[src/rtl/ipm_pkg.sv]
package ipm_pkg;
  localparam logic [7:0] IDX_PEEK   = 8'hF0;
  localparam logic [7:0] IDX_RDADV  = 8'hF2;
  localparam logic [7:0] IDX_RP_LO  = 8'hF4;
  localparam logic [7:0] IDX_RP_HI  = 8'hF5;
  localparam logic [7:0] IDX_WRSTAY = 8'hF6;
  localparam logic [7:0] IDX_WRADV  = 8'hF8;
  localparam logic [7:0] IDX_WP_LO  = 8'hFA;
  localparam logic [7:0] IDX_WP_HI  = 8'hFB;
  localparam logic [7:0] IDX_MASK   = 8'hFF;

  typedef enum logic [3:0] {
    OP_NONE, OP_PEEK, OP_RDADV, OP_WRSTAY, OP_WRADV,
    OP_RPLO, OP_RPHI, OP_WPLO, OP_WPHI, OP_MASK
  } ipm_op_e;
endpackage

[src/rtl/ipm_index_decode.sv]
module ipm_index_decode
  import ipm_pkg::*;
#(
  parameter int IDX_W = 8
) (
  input  logic             clk,
  input  logic             rst_n,
  input  logic             idx_we,
  input  logic [IDX_W-1:0] idx_wdata,
  output logic [IDX_W-1:0] idx_q,
  output ipm_op_e          op
);
  logic [IDX_W-1:0] idx_nxt;

  always_comb begin
    idx_nxt = idx_q;
    if (idx_we) idx_nxt = idx_wdata;
  end

  always_ff @(posedge clk or negedge rst_n) begin
    if (!rst_n)      idx_q <= '0;
    else if (idx_we) idx_q <= idx_nxt;
  end

  always_comb begin
    case (idx_q)
      IDX_PEEK:   op = OP_PEEK;
      IDX_RDADV:  op = OP_RDADV;
      IDX_WRSTAY: op = OP_WRSTAY;
      IDX_WRADV:  op = OP_WRADV;
      IDX_RP_LO:  op = OP_RPLO;
      IDX_RP_HI:  op = OP_RPHI;
      IDX_WP_LO:  op = OP_WPLO;
      IDX_WP_HI:  op = OP_WPHI;
      IDX_MASK:   op = OP_MASK;
      default:    op = OP_NONE;
    endcase
  end


  idx_store_chk: assert property (@(posedge clk) disable iff (!rst_n)
    idx_we |=> idx_q == $past(idx_wdata));

  idx_hold_chk: assert property (@(posedge clk) disable iff (!rst_n)
    !idx_we |=> $stable(idx_q));
endmodule

[src/rtl/ipm_ptr.sv]
module ipm_ptr #(
  parameter int          PTR_W     = 16,
  parameter int unsigned BASE      = 32'h0C00,
  parameter int unsigned SPAN      = 32'h4000,
  parameter bit          READ_SIDE = 1'b1
) (
  input  logic             clk,
  input  logic             rst_n,
  input  logic             ld_lo,
  input  logic             ld_hi,
  input  logic [7:0]       ld_val,
  input  logic             adv,
  input  logic             wrap_en,
  input  logic             force_hi,
  output logic [PTR_W-1:0] ptr_q
);
  localparam int               HI_W   = PTR_W - 8;
  localparam logic [PTR_W-1:0] BASE_V = PTR_W'(BASE);
  localparam logic [PTR_W-1:0] SPAN_V = PTR_W'(SPAN);
  localparam logic [PTR_W-1:0] STEP   = PTR_W'(2);

  logic [PTR_W-1:0] sum;
  logic [PTR_W-1:0] adv_val;
  logic [PTR_W-1:0] ptr_nxt;
  logic             ptr_en;

  assign sum = ptr_q + STEP;

  if (READ_SIDE) begin : g_rd
    logic [PTR_W-1:0] folded;
    assign folded  = (sum >= SPAN_V) ? sum - SPAN_V : sum;
    assign adv_val = (wrap_en && folded < BASE_V) ? folded + BASE_V : folded;


    rd_region_chk: assert property (@(posedge clk) disable iff (!rst_n)
      adv && wrap_en && !ld_lo && !ld_hi && !force_hi && ptr_q < SPAN_V
      |=> ptr_q >= BASE_V && ptr_q < SPAN_V);
  end else begin : g_wr
    assign adv_val = (wrap_en && sum >= BASE_V) ? sum - BASE_V : sum;


    wr_region_chk: assert property (@(posedge clk) disable iff (!rst_n)
      adv && wrap_en && !ld_lo && !ld_hi && ptr_q < BASE_V
      |=> ptr_q < BASE_V);
  end

  assign ptr_en = ld_lo | ld_hi | force_hi | adv;

  always_comb begin
    ptr_nxt = ptr_q;
    if (ld_lo)         ptr_nxt[7:0]       = ld_val;
    else if (ld_hi)    ptr_nxt[PTR_W-1:8] = ld_val[HI_W-1:0];
    else if (force_hi) ptr_nxt[PTR_W-1:8] = BASE_V[PTR_W-1:8];
    else if (adv)      ptr_nxt            = adv_val;
  end

  always_ff @(posedge clk or negedge rst_n) begin
    if (!rst_n)      ptr_q <= '0;
    else if (ptr_en) ptr_q <= ptr_nxt;
  end


  ptr_idle_chk: assert property (@(posedge clk) disable iff (!rst_n)
    !ptr_en |=> $stable(ptr_q));

  lo_keep_hi_chk: assert property (@(posedge clk) disable iff (!rst_n)
    ld_lo |=> ptr_q[PTR_W-1:8] == $past(ptr_q[PTR_W-1:8]));
endmodule

[src/rtl/ipm_host_port.sv]
module ipm_host_port
  import ipm_pkg::*;
#(
  parameter int          DATA_W    = 16,
  parameter int          MEM_AW    = 14,
  parameter int          PTR_W     = 16,
  parameter int unsigned WRAP_BASE = 32'h0C00,
  parameter int          AW_BIT    = 7
) (
  input  logic              clk,
  input  logic              rst_n,
  input  logic              bus_valid,
  input  logic              bus_write,
  input  logic              bus_data_sel,
  input  logic [DATA_W-1:0] bus_wdata,
  output logic [DATA_W-1:0] bus_rdata,
  output logic              bus_ready,
  output logic              mem_req,
  output logic              mem_we,
  output logic [MEM_AW-1:0] mem_addr,
  output logic [DATA_W-1:0] mem_wdata,
  input  logic [DATA_W-1:0] mem_rdata,
  input  logic              mem_gnt
);
  localparam int unsigned MEM_SPAN = 32'd1 << MEM_AW;
  localparam int          REG_W    = 8;
  localparam logic [PTR_W-1:0] BASE_V = PTR_W'(WRAP_BASE);

  // reset: asserted asynchronously, released on a clock edge
  logic rst_meta, rst_sync;
  always_ff @(posedge clk or negedge rst_n) begin
    if (!rst_n) begin
      rst_meta <= 1'b0;
      rst_sync <= 1'b0;
    end else begin
      rst_meta <= 1'b1;
      rst_sync <= rst_meta;
    end
  end

  logic [REG_W-1:0] idx_q;
  ipm_op_e          op;
  logic [PTR_W-1:0] rd_ptr, wr_ptr;
  logic [REG_W-1:0] mask_q, mask_nxt;
  logic             rd_cmd, wr_cmd, fire, data_wr, data_rd, idx_we;
  logic             mask_wr, aw_on, force_hi;

  assign rd_cmd  = !bus_write && (op == OP_PEEK || op == OP_RDADV);
  assign wr_cmd  =  bus_write && (op == OP_WRSTAY || op == OP_WRADV);
  assign mem_req = bus_valid && bus_data_sel && (rd_cmd || wr_cmd);
  assign mem_we  = mem_req && bus_write;
  assign mem_addr  = wr_cmd ? wr_ptr[MEM_AW-1:0] : rd_ptr[MEM_AW-1:0];
  assign mem_wdata = bus_wdata;
  assign bus_ready = mem_req ? mem_gnt : 1'b1;

  assign fire    = bus_valid && bus_ready;
  assign data_wr = fire && bus_data_sel && bus_write;
  assign data_rd = fire && bus_data_sel && !bus_write;
  assign idx_we  = fire && !bus_data_sel && bus_write;
  assign mask_wr = data_wr && (op == OP_MASK);
  assign aw_on   = mask_q[AW_BIT];
  assign force_hi = mask_wr && !aw_on && bus_wdata[AW_BIT];

  ipm_index_decode #(.IDX_W(REG_W)) u_dec (
    .clk       (clk),
    .rst_n     (rst_sync),
    .idx_we    (idx_we),
    .idx_wdata (bus_wdata[REG_W-1:0]),
    .idx_q     (idx_q),
    .op        (op)
  );

  ipm_ptr #(.PTR_W(PTR_W), .BASE(WRAP_BASE), .SPAN(MEM_SPAN), .READ_SIDE(1'b1)) u_rd_ptr (
    .clk      (clk),
    .rst_n    (rst_sync),
    .ld_lo    (data_wr && op == OP_RPLO),
    .ld_hi    (data_wr && op == OP_RPHI),
    .ld_val   (bus_wdata[7:0]),
    .adv      (data_rd && op == OP_RDADV),
    .wrap_en  (aw_on),
    .force_hi (force_hi),
    .ptr_q    (rd_ptr)
  );

  ipm_ptr #(.PTR_W(PTR_W), .BASE(WRAP_BASE), .SPAN(MEM_SPAN), .READ_SIDE(1'b0)) u_wr_ptr (
    .clk      (clk),
    .rst_n    (rst_sync),
    .ld_lo    (data_wr && op == OP_WPLO),
    .ld_hi    (data_wr && op == OP_WPHI),
    .ld_val   (bus_wdata[7:0]),
    .adv      (data_wr && op == OP_WRADV),
    .wrap_en  (aw_on),
    .force_hi (1'b0),
    .ptr_q    (wr_ptr)
  );

  always_comb begin
    mask_nxt = mask_q;
    if (mask_wr) mask_nxt = bus_wdata[REG_W-1:0];
  end

  always_ff @(posedge clk or negedge rst_sync) begin
    if (!rst_sync)    mask_q <= '0;
    else if (mask_wr) mask_q <= mask_nxt;
  end

  always_comb begin
    bus_rdata = '0;
    if (!bus_data_sel) begin
      bus_rdata[REG_W-1:0] = idx_q;
    end else begin
      case (op)
        OP_PEEK, OP_RDADV: bus_rdata = mem_rdata;
        OP_RPLO: bus_rdata[7:0] = rd_ptr[7:0];
        OP_RPHI: bus_rdata[7:0] = rd_ptr[PTR_W-1:8];
        OP_WPLO: bus_rdata[7:0] = wr_ptr[7:0];
        OP_WPHI: bus_rdata[7:0] = wr_ptr[PTR_W-1:8];
        OP_MASK: bus_rdata[REG_W-1:0] = mask_q;
        default: bus_rdata = '0;
      endcase
    end
  end


  stall_hold_chk: assert property (@(posedge clk) disable iff (!rst_sync)
    mem_req && !mem_gnt |-> !bus_ready);

  peek_keep_chk: assert property (@(posedge clk) disable iff (!rst_sync)
    data_rd && op == OP_PEEK |=> $stable(rd_ptr));

  wr_stay_chk: assert property (@(posedge clk) disable iff (!rst_sync)
    data_wr && op == OP_WRSTAY |=> $stable(wr_ptr));

  force_hi_chk: assert property (@(posedge clk) disable iff (!rst_sync)
    force_hi |=> rd_ptr[PTR_W-1:8] == BASE_V[PTR_W-1:8]
                 && rd_ptr[7:0] == $past(rd_ptr[7:0]));

  unmapped_keep_chk: assert property (@(posedge clk) disable iff (!rst_sync)
    data_wr && op == OP_NONE |=> $stable(rd_ptr) && $stable(wr_ptr) && $stable(mask_q));

  we_needs_req_chk: assert property (@(posedge clk) disable iff (!rst_sync)
    mem_we |-> mem_req && bus_data_sel);
endmodule

[config.mk]
export PLATFORM = sky130hd
export DESIGN_NAME = ipm_host_port
export DESIGN_NICKNAME = d
export VERILOG_FILES = /design/src/rtl/ipm_pkg.sv /design/src/rtl/ipm_index_decode.sv /design/src/rtl/ipm_ptr.sv /design/src/rtl/ipm_host_port.sv
export SDC_FILE = /design/constraint.sdc
export NUM_CORES = 1
export LEC_CHECK = 0
export ABC_AREA = 1
export ABC_CLOCK_PERIOD_IN_PS = 2600
export BUFFER_PORTS_ARGS = -buffer_cell sky130_fd_sc_hd__buf_4
export CAP_MARGIN = 20
export CORE_MARGIN = 2
export CORE_UTILIZATION = 45
export CTS_CLUSTER_SIZE = 14
export DETAILED_ROUTE_END_ITERATION = 10
export HOLD_SLACK_MARGIN = 0.02
export PLACE_DENSITY = 0.68
export SLEW_MARGIN = 30
export SYNTH_ARGS = -nofsm -noshare
export SYNTH_HDL_FRONTEND = slang
export SYNTH_SLANG_ARGS = --single-unit
[constraint.sdc]
create_clock -name clk -period 2.6 [get_ports clk]
set_input_delay 0.52 -clock clk [delete_from_list [all_inputs] [get_ports clk]]
set_output_delay 0.52 -clock clk [all_outputs]
set_load 0.02 [all_outputs]
==> out/results.txt, run 1 <==
post-detailed-route DRC marker count -> 0
number of nets in the final layout -> 789
maximum buffer depth of the clock tree -> 2
clock tree from TritonCTS -> yes
hold violation total from the final report -> 0
Fin Clk Skew -> 0.00793 ns
CTS root buffer -> sky130_fd_sc_hd__clkbuf_8
site row count -> 35
startpoint type of the worst setup path -> flop
top-level I/O count -> 87
number of antenna diodes -> 0
area share of xor/xnor cells in the synthesized design -> 0.0413
total power -> 0.00196 W
Clock Sinks -> 50
# H-tree levels -> 2
clock-pin slew reported for the worst setup and hold paths after clock tree synthesis -> 0.10 ns
synthesized area divided by synthesized cell count -> 6.71 µm²
initial antenna violation count -> 0
PortBufs -> 70
critical path capture point type -> flop
EDFF count, synth -> 0
Slew Limit Headroom -> 0.652
area added between synthesis and finish -> 37.1%
count of final setup violators -> 19
share of layout cells above drive strength 1 -> 0.344
insertion delay to the later sink of the worst-skew pair -> 0.31 ns
combinational family with the most area after synthesis -> simple AND/OR/NAND/NOR gates
final WL -> 15.9 mm
via count of the first global-routing pass -> 4,502
achievable clock frequency -> 344 MHz
number of different library cells in the post-synthesis netlist -> 47
RSZ-0062 raised after global routing -> true
measured slew at the worst slew-check pin -> 0.521 ns
first-pass GRT wire length -> 22.9 mm
clock buffer count from CTS -> 5
Period Utilization, post-route -> 1.12
initial drt markers -> 667
GRT Util Overall -> 0.293
MaxCap Viol Count -> 0
setup TNS -> -2.58 ns
DIE WIDTH -> 100 µm
Mapped Area -> 0.00418 mm²
number of iterations in the first detailed-routing pass -> 7
Post-Synth Adder-Cell Area -> 0.0240
CP Data Required Time -> 2.81 ns
fraction of synthesized area in multiplexers -> 0.00270
most used flip-flop cell after synthesis -> sky130_fd_sc_hd__dfrtp_1
worst setup path start -> u_rd_ptr.ptr_q[5]
Compound-Gate Fraction of Synth Area -> 0.148
worst min-delay path class -> reg -> async
gate count after technology mapping -> 622
Final Slew Violations -> 0
number of warnings reported in the yosys synthesis log -> 0
Setup Crit Path Kind -> reg -> reg
total congestion overflow after global routing -> 0
power per standard cell area -> 343 mW/mm²
worst setup slack after placement -> -0.147 ns
post-route ant nets -> 0
launch point of the worst reg-to-reg path -> u_rd_ptr.ptr_q[5]
synthesized-area fraction occupied by and/or/nand/nor cells -> 0.366
violations in the final reports -> setup timing
Mapped Nets -> 668
HPWL after DPL -> 11.0 mm
register area share after synthesis -> 0.300
proportion of register bits with asynchronous set or reset after synthesis -> 1.00
status -> complete, but fails checks
VDD IR-drop max -> 226 µV
via-per-instance ratio -> 5.78
Period minus WS final -> 2.91 ns
data arrival time at the worst-slack endpoint -> 3.12 ns
full die area -> 0.0101 mm²
starting density of the core -> 0.459
maximum number of pins on one net before global-route repair -> 24
area of the placeable core -> 0.00911 mm²
wire length per cell after detailed routing -> 18.6 µm
worst-path maximum fanout -> 5
GP Congestion -> 1.03
final worst hold slack -> 0.197 ns
Static Leak -> 2.92 nW
Yosys reg bits -> 50
vias after detailed routing -> 4,940
final setup slack of the worst path -> -0.309 ns
Die Y -> 100 µm
-- registers in the layout (all words and copies together), names as in the netlist --
signal / flops
mask_q: 8
u_wr_ptr.ptr_q: 16
rst_meta: 1
u_dec.idx_q: 8
u_rd_ptr.ptr_q: 16
rst_sync: 1
-- power breakdown --
group	switching (W)	internal (W)	leakage, nW	total, W
sequential	0.0000642	0.000818	0.609	0.000882
combinational	0.000339	0.000253	2.26	0.000591
clock	0.000272	0.000216	0.0482	0.000488
total	0.000675	0.00129	2.92	0.00196
-- final timing paths --
| path | end | slack [ns] | cells past startpoint |
|---|---|---|---|
| worst max-delay path | u_rd_ptr.ptr_q[10] | -0.31 | 21 |
| worst min-delay path | u_wr_ptr.ptr_q[3] | 0.20 | 0 |
| worst max register to register | u_rd_ptr.ptr_q[10] | -0.31 | 21 |
| worst min register to register | u_wr_ptr.ptr_q[3] | 0.20 | 0 |
| max in group asynchronous | u_dec.idx_q[3] | 1.77 | 1 |
| min in group clk | rst_sync | 0.36 | 0 |
-- critical path: stages, from the launching register on --
cell,delay (ns)
sky130_fd_sc_hd__dfrtp_1,0.42
sky130_fd_sc_hd__nand2_1,0.10
sky130_fd_sc_hd__nor2_1,0.24
sky130_fd_sc_hd__nand2_2,0.12
sky130_fd_sc_hd__nor2_4,0.12
sky130_fd_sc_hd__xor2_1,0.21
sky130_fd_sc_hd__ha_1,0.20
sky130_fd_sc_hd__nand2_1,0.08
sky130_fd_sc_hd__nor2_1,0.12
sky130_fd_sc_hd__nand3_1,0.10
sky130_fd_sc_hd__nor2_1,0.10
sky130_fd_sc_hd__nand3_1,0.08
sky130_fd_sc_hd__nor2_1,0.12
sky130_fd_sc_hd__nand3_1,0.11
sky130_fd_sc_hd__nand2_1,0.12
sky130_fd_sc_hd__nand2_1,0.08
sky130_fd_sc_hd__nand2_2,0.11
sky130_fd_sc_hd__nand3_2,0.10
sky130_fd_sc_hd__nand2_1,0.09
sky130_fd_sc_hd__nand3_1,0.07
sky130_fd_sc_hd__nand2_1,0.07
sky130_fd_sc_hd__nand2_1,0.04
-- what timing repair did --
action,CTS,global route
setup endpoints to repair,16,32
gates resized for setup,47,68
hold endpoints to repair,2,0
pin swaps,15,28
hold buffers,1,0
cloned,0,1
setup buffers,16,22
-- cell type report --
| class | instances | area [µm²] |
|---|---|---|
| clock buffers | 7 | 86.3 |
| clock inverters | 1 | 5.00 |
| fillers | 813 | 3380 |
| inverters | 84 | 330 |
| multi-input cells | 462 | 2780 |
| flip-flops and latches | 50 | 1260 |
| well taps | 111 | 139 |
| repair buffers | 140 | 1130 |
-- cell families after synthesis --
logic type | count (synthesis)
other | 1
muxes | 1
buffers and inverters | 110
AOI/OAI and AO/OA | 102
and+or+nand+nor | 332
adders and majority gates | 8
xor gates and xnor gates | 18
DFF | 50
-- metrics by stage --
step	cell area [µm²]	utilization	std cells
2_1_floorplan	4190	-	622
3_3_place_gp	4900	0.538	807
3_5_place_dp	4900	0.538	807
4_1_cts	5290	0.581	832
5_1_grt	5720	0.628	855
6_report	5720	0.628	855
-- per-layer routing --
metal	up-vias	global-route usage	part of all wire
li1	2265	-	-
met2	308	0.468	0.47
met1	2279	0.394	0.38
met4	0	0.130	0.054
met5	-	0	0
met3	88	0.0446	0.093
-- cell usage in the layout, fill, tap and decap left out, types with 10 or more instances in the layout --
cell and instances:
sky130_fd_sc_hd__o21ai_1 14, sky130_fd_sc_hd__nor2_1 43, sky130_fd_sc_hd__buf_6 12, sky130_fd_sc_hd__nand2_2 17, sky130_fd_sc_hd__nor2_4 17, sky130_fd_sc_hd__nand2_1 160, sky130_fd_sc_hd__nand4_1 10, sky130_fd_sc_hd__inv_1 67
sky130_fd_sc_hd__buf_4 125, sky130_fd_sc_hd__nand3_1 41, sky130_fd_sc_hd__xor2_1 12, sky130_fd_sc_hd__o21ai_0 40, sky130_fd_sc_hd__inv_2 11, sky130_fd_sc_hd__dfrtp_1 45
-- Yosys cell counts (3+ instances only) --
library cell / count / area [µm²]
sky130_fd_sc_hd__o21ai_1: 6 / 30.0
sky130_fd_sc_hd__clkbuf_1: 4 / 15.0
sky130_fd_sc_hd__inv_1: 74 / 278
sky130_fd_sc_hd__a21oi_1: 7 / 35.0
sky130_fd_sc_hd__buf_4: 17 / 128
sky130_fd_sc_hd__inv_2: 9 / 33.8
sky130_fd_sc_hd__nor2_4: 4 / 45.0
sky130_fd_sc_hd__nand2_2: 8 / 50.1
sky130_fd_sc_hd__o22ai_1: 9 / 56.3
sky130_fd_sc_hd__nand2_1: 174 / 653
sky130_fd_sc_hd__nand4_1: 10 / 62.6
sky130_fd_sc_hd__nor2_2: 7 / 43.8
sky130_fd_sc_hd__o21ai_0: 49 / 245
sky130_fd_sc_hd__nor2_1: 57 / 214
sky130_fd_sc_hd__nand2_4: 3 / 33.8
sky130_fd_sc_hd__xor2_1: 14 / 123
sky130_fd_sc_hd__ha_1: 8 / 100
sky130_fd_sc_hd__nor3_1: 4 / 20.0
sky130_fd_sc_hd__o211ai_1: 9 / 67.6
sky130_fd_sc_hd__nand4_2: 3 / 37.5
sky130_fd_sc_hd__nand3b_1: 3 / 22.5
sky130_fd_sc_hd__nand3_1: 50 / 250
sky130_fd_sc_hd__a221oi_1: 5 / 43.8
sky130_fd_sc_hd__dfrtp_1: 50 / 1250
sky130_fd_sc_hd__o221ai_1: 7 / 61.3
sky130_fd_sc_hd__buf_2: 3 / 15.0
No activity file was read; power rests on OpenSTA's default activity.
==> run 2, diff against run 1 <==
RECOVER_POWER = 25   (was unset)
==> out/results.txt, run 2 (synthesis results as in run 1) <==
met2 GRT Util -> 0.468
DIE WIDTH -> 100 µm
count of fill cells added during filler insertion -> 815
final worst hold slack -> 0.300 ns
most frequent standard cell in the layout excluding fill and tap cells -> sky130_fd_sc_hd__nand2_1
worst-path maximum fanout -> 5
Period Utilization, post-route -> 1.12
violations in the final reports -> setup timing
number of nets in the final layout -> 789
vias after detailed routing -> 4,946
final setup slack of the worst path -> -0.320 ns
via-per-instance ratio -> 5.78
reg2reg end -> u_rd_ptr.ptr_q[10]
number of iterations in the first detailed-routing pass -> 5
power per standard cell area -> 343 mW/mm²
insertion delay to the later sink of the worst-skew pair -> 0.31 ns
# H-tree levels -> 2
maximum number of pins on one net before global-route repair -> 24
initial antenna violation count -> 0
critical path capture point type -> flop
MaxCap Viol Count -> 0
full die area -> 0.0101 mm²
routing layer with the top usage in global route -> met2
VDD IR-drop max -> 226 µV
Slowest Stage Delay on Critical Path -> 0.42 ns
status -> complete, but fails checks
termination of the worst setup path -> u_rd_ptr.ptr_q[10]
total power -> 0.00196 W
initial drt markers -> 587
top-level I/O count -> 87
area added between synthesis and finish -> 36.8%
Clock Sinks -> 50
cell class contributing the biggest share of worst-path delay -> simple AND/OR/NAND/NOR gates
post-detailed-route DRC marker count -> 0
M3 GR Usage -> 0.0446
final WL -> 15.8 mm
clock tree from TritonCTS -> yes
clock buffer count from CTS -> 5
PortBufs -> 70
number of buffer and inverter stages on the critical path -> 0
met1 usage -> 0.394
GP Congestion -> 1.03
count of final setup violators -> 19
first-pass GRT wire length -> 22.9 mm
RSZ-0062 raised after global routing -> true
launch point of the worst reg-to-reg path -> u_rd_ptr.ptr_q[5]
starting density of the core -> 0.459
HPWL after DPL -> 11.0 mm
data arrival time at the worst-slack endpoint -> 3.13 ns
CTS root buffer -> sky130_fd_sc_hd__clkbuf_8
GRT Util Overall -> 0.293
area of the placeable core -> 0.00911 mm²
internal reg-to-reg setup slack -> -0.32 ns
count of non-filler cells in the finished layout -> 855
worst min-delay path class -> reg -> async
number of placed instances, taps included -> 807
leading cell types in the layout, fill and taps excluded -> sky130_fd_sc_hd__nand2_1 (160), sky130_fd_sc_hd__buf_4 (122), sky130_fd_sc_hd__inv_1 (67), sky130_fd_sc_hd__dfrtp_1 (46), sky130_fd_sc_hd__nor2_1 (43)
measured slew at the worst slew-check pin -> 1.08 ns
Slew Limit Headroom -> 0.282
site row count -> 35
maximum buffer depth of the clock tree -> 2
startpoint type of the worst setup path -> flop
hold violation total from the final report -> 0
via count of the first global-routing pass -> 4,502
Static Leak -> 2.91 nW
worst setup path start -> u_rd_ptr.ptr_q[5]
post-route ant nets -> 0
achievable clock frequency -> 342 MHz
CP Data Required Time -> 2.81 ns
Period minus WS final -> 2.92 ns
Worst Reg2Reg Path Length in Cells -> 21
Setup Crit Path Kind -> reg -> reg
Crit-path slowest cell -> sky130_fd_sc_hd__dfrtp_1
Final Slew Violations -> 0
Worst path depth -> 21
number of antenna diodes -> 0
wire length per cell after detailed routing -> 18.5 µm
Fin Clk Skew -> 0.00538 ns
Die Y -> 100 µm
largest registers -> u_rd_ptr.ptr_q (16), u_wr_ptr.ptr_q (16)
total congestion overflow after global routing -> 0
most used cell along the critical path -> sky130_fd_sc_hd__nand2_1
share of layout cells above drive strength 1 -> 0.339
Critical Path, Cell by Cell -> nand2_1 > nor2_1 > nand2_2 > nor2_4 > xor2_1 > ha_1 > nand2_1 > nor2_1 > nand3_1 > nor2_1 > nand3_1 > nor2_1 > nand3_1 > nand2_1 > nand2_1 > nand2_2 > nand3_2 > nand2_1 > nand3_1 > nand2_1 > nand2_1
clock-pin slew reported for the worst setup and hold paths after clock tree synthesis -> 0.10 ns
==> run 2: changes by cell type in the layout (fill, tap and decap cells not counted) <==
| cell | previous run | this run |
|---|---|---|
| sky130_fd_sc_hd__buf_4 | 125 | 122 |
| sky130_fd_sc_hd__clkbuf_1 | 1 | 4 |
| sky130_fd_sc_hd__dfrtp_1 | 45 | 46 |
| sky130_fd_sc_hd__dfrtp_2 | 5 | 4 |
==> run 2: layer usage <==
layer  up-vias  part of all wire
met2       314              0.48
met1      2281              0.37
met4         0             0.049
met3        81              0.10
li1       2270                 -
met5         -                 0
==> run 2: cell type report <==
type                    count  area (µm²)  share of cell area
inverters                  84         330              0.0578
well taps                 111         139              0.0243
clock buffers               7        86.3              0.0151
clock inverters             1        5.00            0.000876
flip-flops and latches     50        1260               0.220
repair buffers            140        1120               0.196
multi-input cells         462        2780               0.486
==> run 2: timing repair <==
action                                 in CTS  in global routing
gates cloned                                0                  1
endpoints found under the hold margin       2                  0
setup endpoints to repair                  16                 32
resized for setup                          47                 68
pin swaps                                  15                 28
hold buffers                                1                  0
buffers inserted                           16                 22
==> run 2: stage by stage <==
step / util / instance area [µm²] / setup WS [ns] / setup TNS (ns)
2_1_floorplan: - / 4190 / -0.0773 / -0.192
3_3_place_gp: 0.538 / 4900 / 0.0368 / 0
3_5_place_dp: 0.538 / 4900 / -0.147 / -0.357
4_1_cts: 0.581 / 5290 / -0.0971 / -0.339
5_1_grt: 0.627 / 5710 / -0.493 / -4.78
6_report: 0.627 / 5710 / -0.320 / -2.52
==> run 2: power by group <==
part           leakage, nW  total, W  switching [W]  internal (W)
Combinational         2.25  0.000588       0.000337      0.000251
Sequential           0.610  0.000882      0.0000641      0.000818
Clock               0.0482  0.000489       0.000274      0.000216
Total                 2.91   0.00196       0.000675       0.00128
==> run 2: how the worst min path moves through the flow <==
stage | startpoint | to | slack [ns]
2_1_floorplan | rst_n | rst_meta | 0.22
3_3_place_gp | rst_sync | u_rd_ptr.ptr_q[1] | 0.20
3_5_place_dp | rst_sync | u_rd_ptr.ptr_q[1] | 0.19
4_1_cts | rst_sync | u_wr_ptr.ptr_q[3] | 0.20
5_1_grt | rst_sync | u_wr_ptr.ptr_q[3] | 0.35
6_report | rst_sync | u_wr_ptr.ptr_q[9] | 0.30
==> run 3, diff against run 2 <==
PLACE_DENSITY = 0.75   (was 0.68)
==> out/results.txt, run 3 (synthesis results as in run 1) <==
most frequent standard cell in the layout excluding fill and tap cells -> sky130_fd_sc_hd__nand2_1
share of layout cells above drive strength 1 -> 0.379
clock buffer count from CTS -> 5
full die area -> 0.0101 mm²
Static Leak -> 3.05 nW
CTS root buffer -> sky130_fd_sc_hd__clkbuf_8
total congestion overflow after global routing -> 0
insertion delay to the later sink of the worst-skew pair -> 0.32 ns
setup TNS -> -3.54 ns
achievable clock frequency -> 350 MHz
GP Congestion -> 1.01
# H-tree levels -> 2
combinational share of power -> 0.286
MaxCap Viol Count -> 1
Final Slew Violations -> 38
most used cell along the critical path -> sky130_fd_sc_hd__nor2_4
post-detailed-route DRC marker count -> 0
DIE WIDTH -> 100 µm
power share of the sequential group -> 0.431
power per standard cell area -> 342 mW/mm²
CP Data Required Time -> 2.08 ns
DR top layer -> met4
data arrival time at the worst-slack endpoint -> 2.33 ns
number of iterations in the first detailed-routing pass -> 6
Slowest Stage Delay on Critical Path -> 0.48 ns
measured slew at the worst slew-check pin -> 1.57 ns
worst min-delay path class -> reg -> reg
number of nets in the final layout -> 805
launch point of the worst reg-to-reg path -> u_rd_ptr.ptr_q[2]
violations in the final reports -> capacitance limit, slew limit, setup timing
GRT Util Overall -> 0.312
top-level I/O count -> 87
status -> complete, but fails checks
area of the placeable core -> 0.00911 mm²
largest registers -> u_rd_ptr.ptr_q (16), u_wr_ptr.ptr_q (16)
internal power -> 0.00135 W
wire length per cell after detailed routing -> 19.4 µm
Setup Crit Path Kind -> reg -> out
number of antenna diodes -> 0
count of fill cells added during filler insertion -> 730
total met2 wirelength after detailed routing -> 7.96 mm
leading cell types in the layout, fill and taps excluded -> sky130_fd_sc_hd__nand2_1 (156), sky130_fd_sc_hd__buf_4 (133), sky130_fd_sc_hd__inv_1 (66), sky130_fd_sc_hd__dfrtp_1 (46), sky130_fd_sc_hd__nor2_1 (44)
total area of multi-input combinational cells -> 0.00290 mm²
Clock Sinks -> 50
clock share of power -> 0.283
total power -> 0.00206 W
sw power -> 0.000715 W
maximum number of pins on one net before global-route repair -> 38
Fin Clk Skew -> 0.0162 ns
clock tree from TritonCTS -> yes
post-route ant nets -> 0
vias after detailed routing -> 5,210
Period Utilization, post-route -> 1.10
worst setup path start -> u_dec.idx_q[0]
final setup slack of the worst path -> -0.255 ns
Die Y -> 100 µm
starting density of the core -> 0.459
via count of the first global-routing pass -> 4,992
Crit-path slowest cell -> sky130_fd_sc_hd__dfrtp_2
count of final setup violators -> 21
switching share of power -> 0.346
site row count -> 35
Slew Limit Headroom -> -0.0496
PortBufs -> 70
worst-path maximum fanout -> 5
VDD IR-drop max -> 316 µV
HPWL after DPL -> 11.2 mm
via-per-instance ratio -> 5.98
critical path capture point type -> output port
startpoint type of the worst setup path -> flop
Register Area -> 0.00126 mm²
first-pass GRT wire length -> 24.5 mm
maximum buffer depth of the clock tree -> 2
RSZ-0062 raised after global routing -> true
min-delay src -> rst_meta
sum of routed wire segments on met1 -> 6.03 mm
Period minus WS final -> 2.85 ns
hold violation total from the final report -> 0
initial drt markers -> 595
clock-pin slew reported for the worst setup and hold paths after clock tree synthesis -> 0.11 ns
WL met3 -> 1.58 mm
initial antenna violation count -> 0
Critical Path, Cell by Cell -> buf_6 > nor2_4 > nand2_2 > nor2_4 > nor2_2 > nand4_1 > nor2_1 > nand2_1 > nand2_2 > nand2_4 > buf_12 > nor2_4 > a21oi_2 > buf_4
final WL -> 16.9 mm
area added between synthesis and finish -> 44.5%
worst setup slack after placement -> -0.188 ns
post-layout utilization of the core -> 0.662
-- run 3: cell types whose count changed in the layout (fill, tap and decap cells not counted), sizes merged --
cell / previous run / this run
inv: 83 / 82
buf: 135 / 153
clkbuf: 11 / 7
clkinv: 2 / 1
bufinv: 0 / 1
clkinvlp: 0 / 3
-- run 3: layout make-up --
cell class                 instances  share of cell area
multi-input combinational        462               0.481
timing repair buffer             156               0.212
sequential                        50               0.208
inverter                          84              0.0566
tap                              111              0.0230
clock buffer                       5              0.0114
clock inverter                     3             0.00747
-- run 3: power by group through the flow --
stage                     clock network (W)  logic [W]  registers (W)
after floorplan                           0   0.000274       0.000875
after global placement                    0   0.000409       0.000885
after detailed placement                  0   0.000426       0.000887
after CTS                          0.000583   0.000491       0.000882
after global routing               0.000623   0.000630       0.000896
final                              0.000585   0.000589       0.000890
-- run 3: per-stage QoR --
step,instance area (µm²),hold slack (ns),instances
6_report,6030,0.361,871
5_1_grt,6030,0.379,871
4_1_cts,5480,0.364,852
3_5_place_dp,4930,0.304,810
3_3_place_gp,4930,0.303,810
2_1_floorplan,4190,0.224,622
-- run 3: worst max-delay path, delay by kind of cell (launching register included) --
kind / cells / cell delay, ns
AOI/OAI and AO/OA: 1 / 0.15
DFF: 1 / 0.48
buffers and inverters: 3 / 0.44
and+or+nand+nor: 10 / 0.95
-- run 3: worst paths after layout --
check / endpoint / slack, ns / cells after the start
max: mem_addr[7] / -0.25 / 14
min: rst_sync / 0.36 / 0
max reg2reg: u_rd_ptr.ptr_q[11] / -0.24 / 24
min reg2reg: rst_sync / 0.36 / 0
max in group asynchronous: u_dec.idx_q[0] / 0.92 / 0
min in group asynchronous: rst_meta / 0.51 / 2
-- run 3: what timing repair did --
item	4_1_cts	5_1_grt
setup endpoints to repair	32	38
setup buffers	33	19
cloned	0	1
gates resized for setup	55	98
hold buffers	1	0
hold endpoints to repair	2	0
pin swaps	27	36
-- run 3: metal layers --
layer	GRT usage	up-vias
li1	-	2297
met1	0.373	2428
met2	0.517	358
met3	0.0578	127
met4	0.193	0
met5	0	-
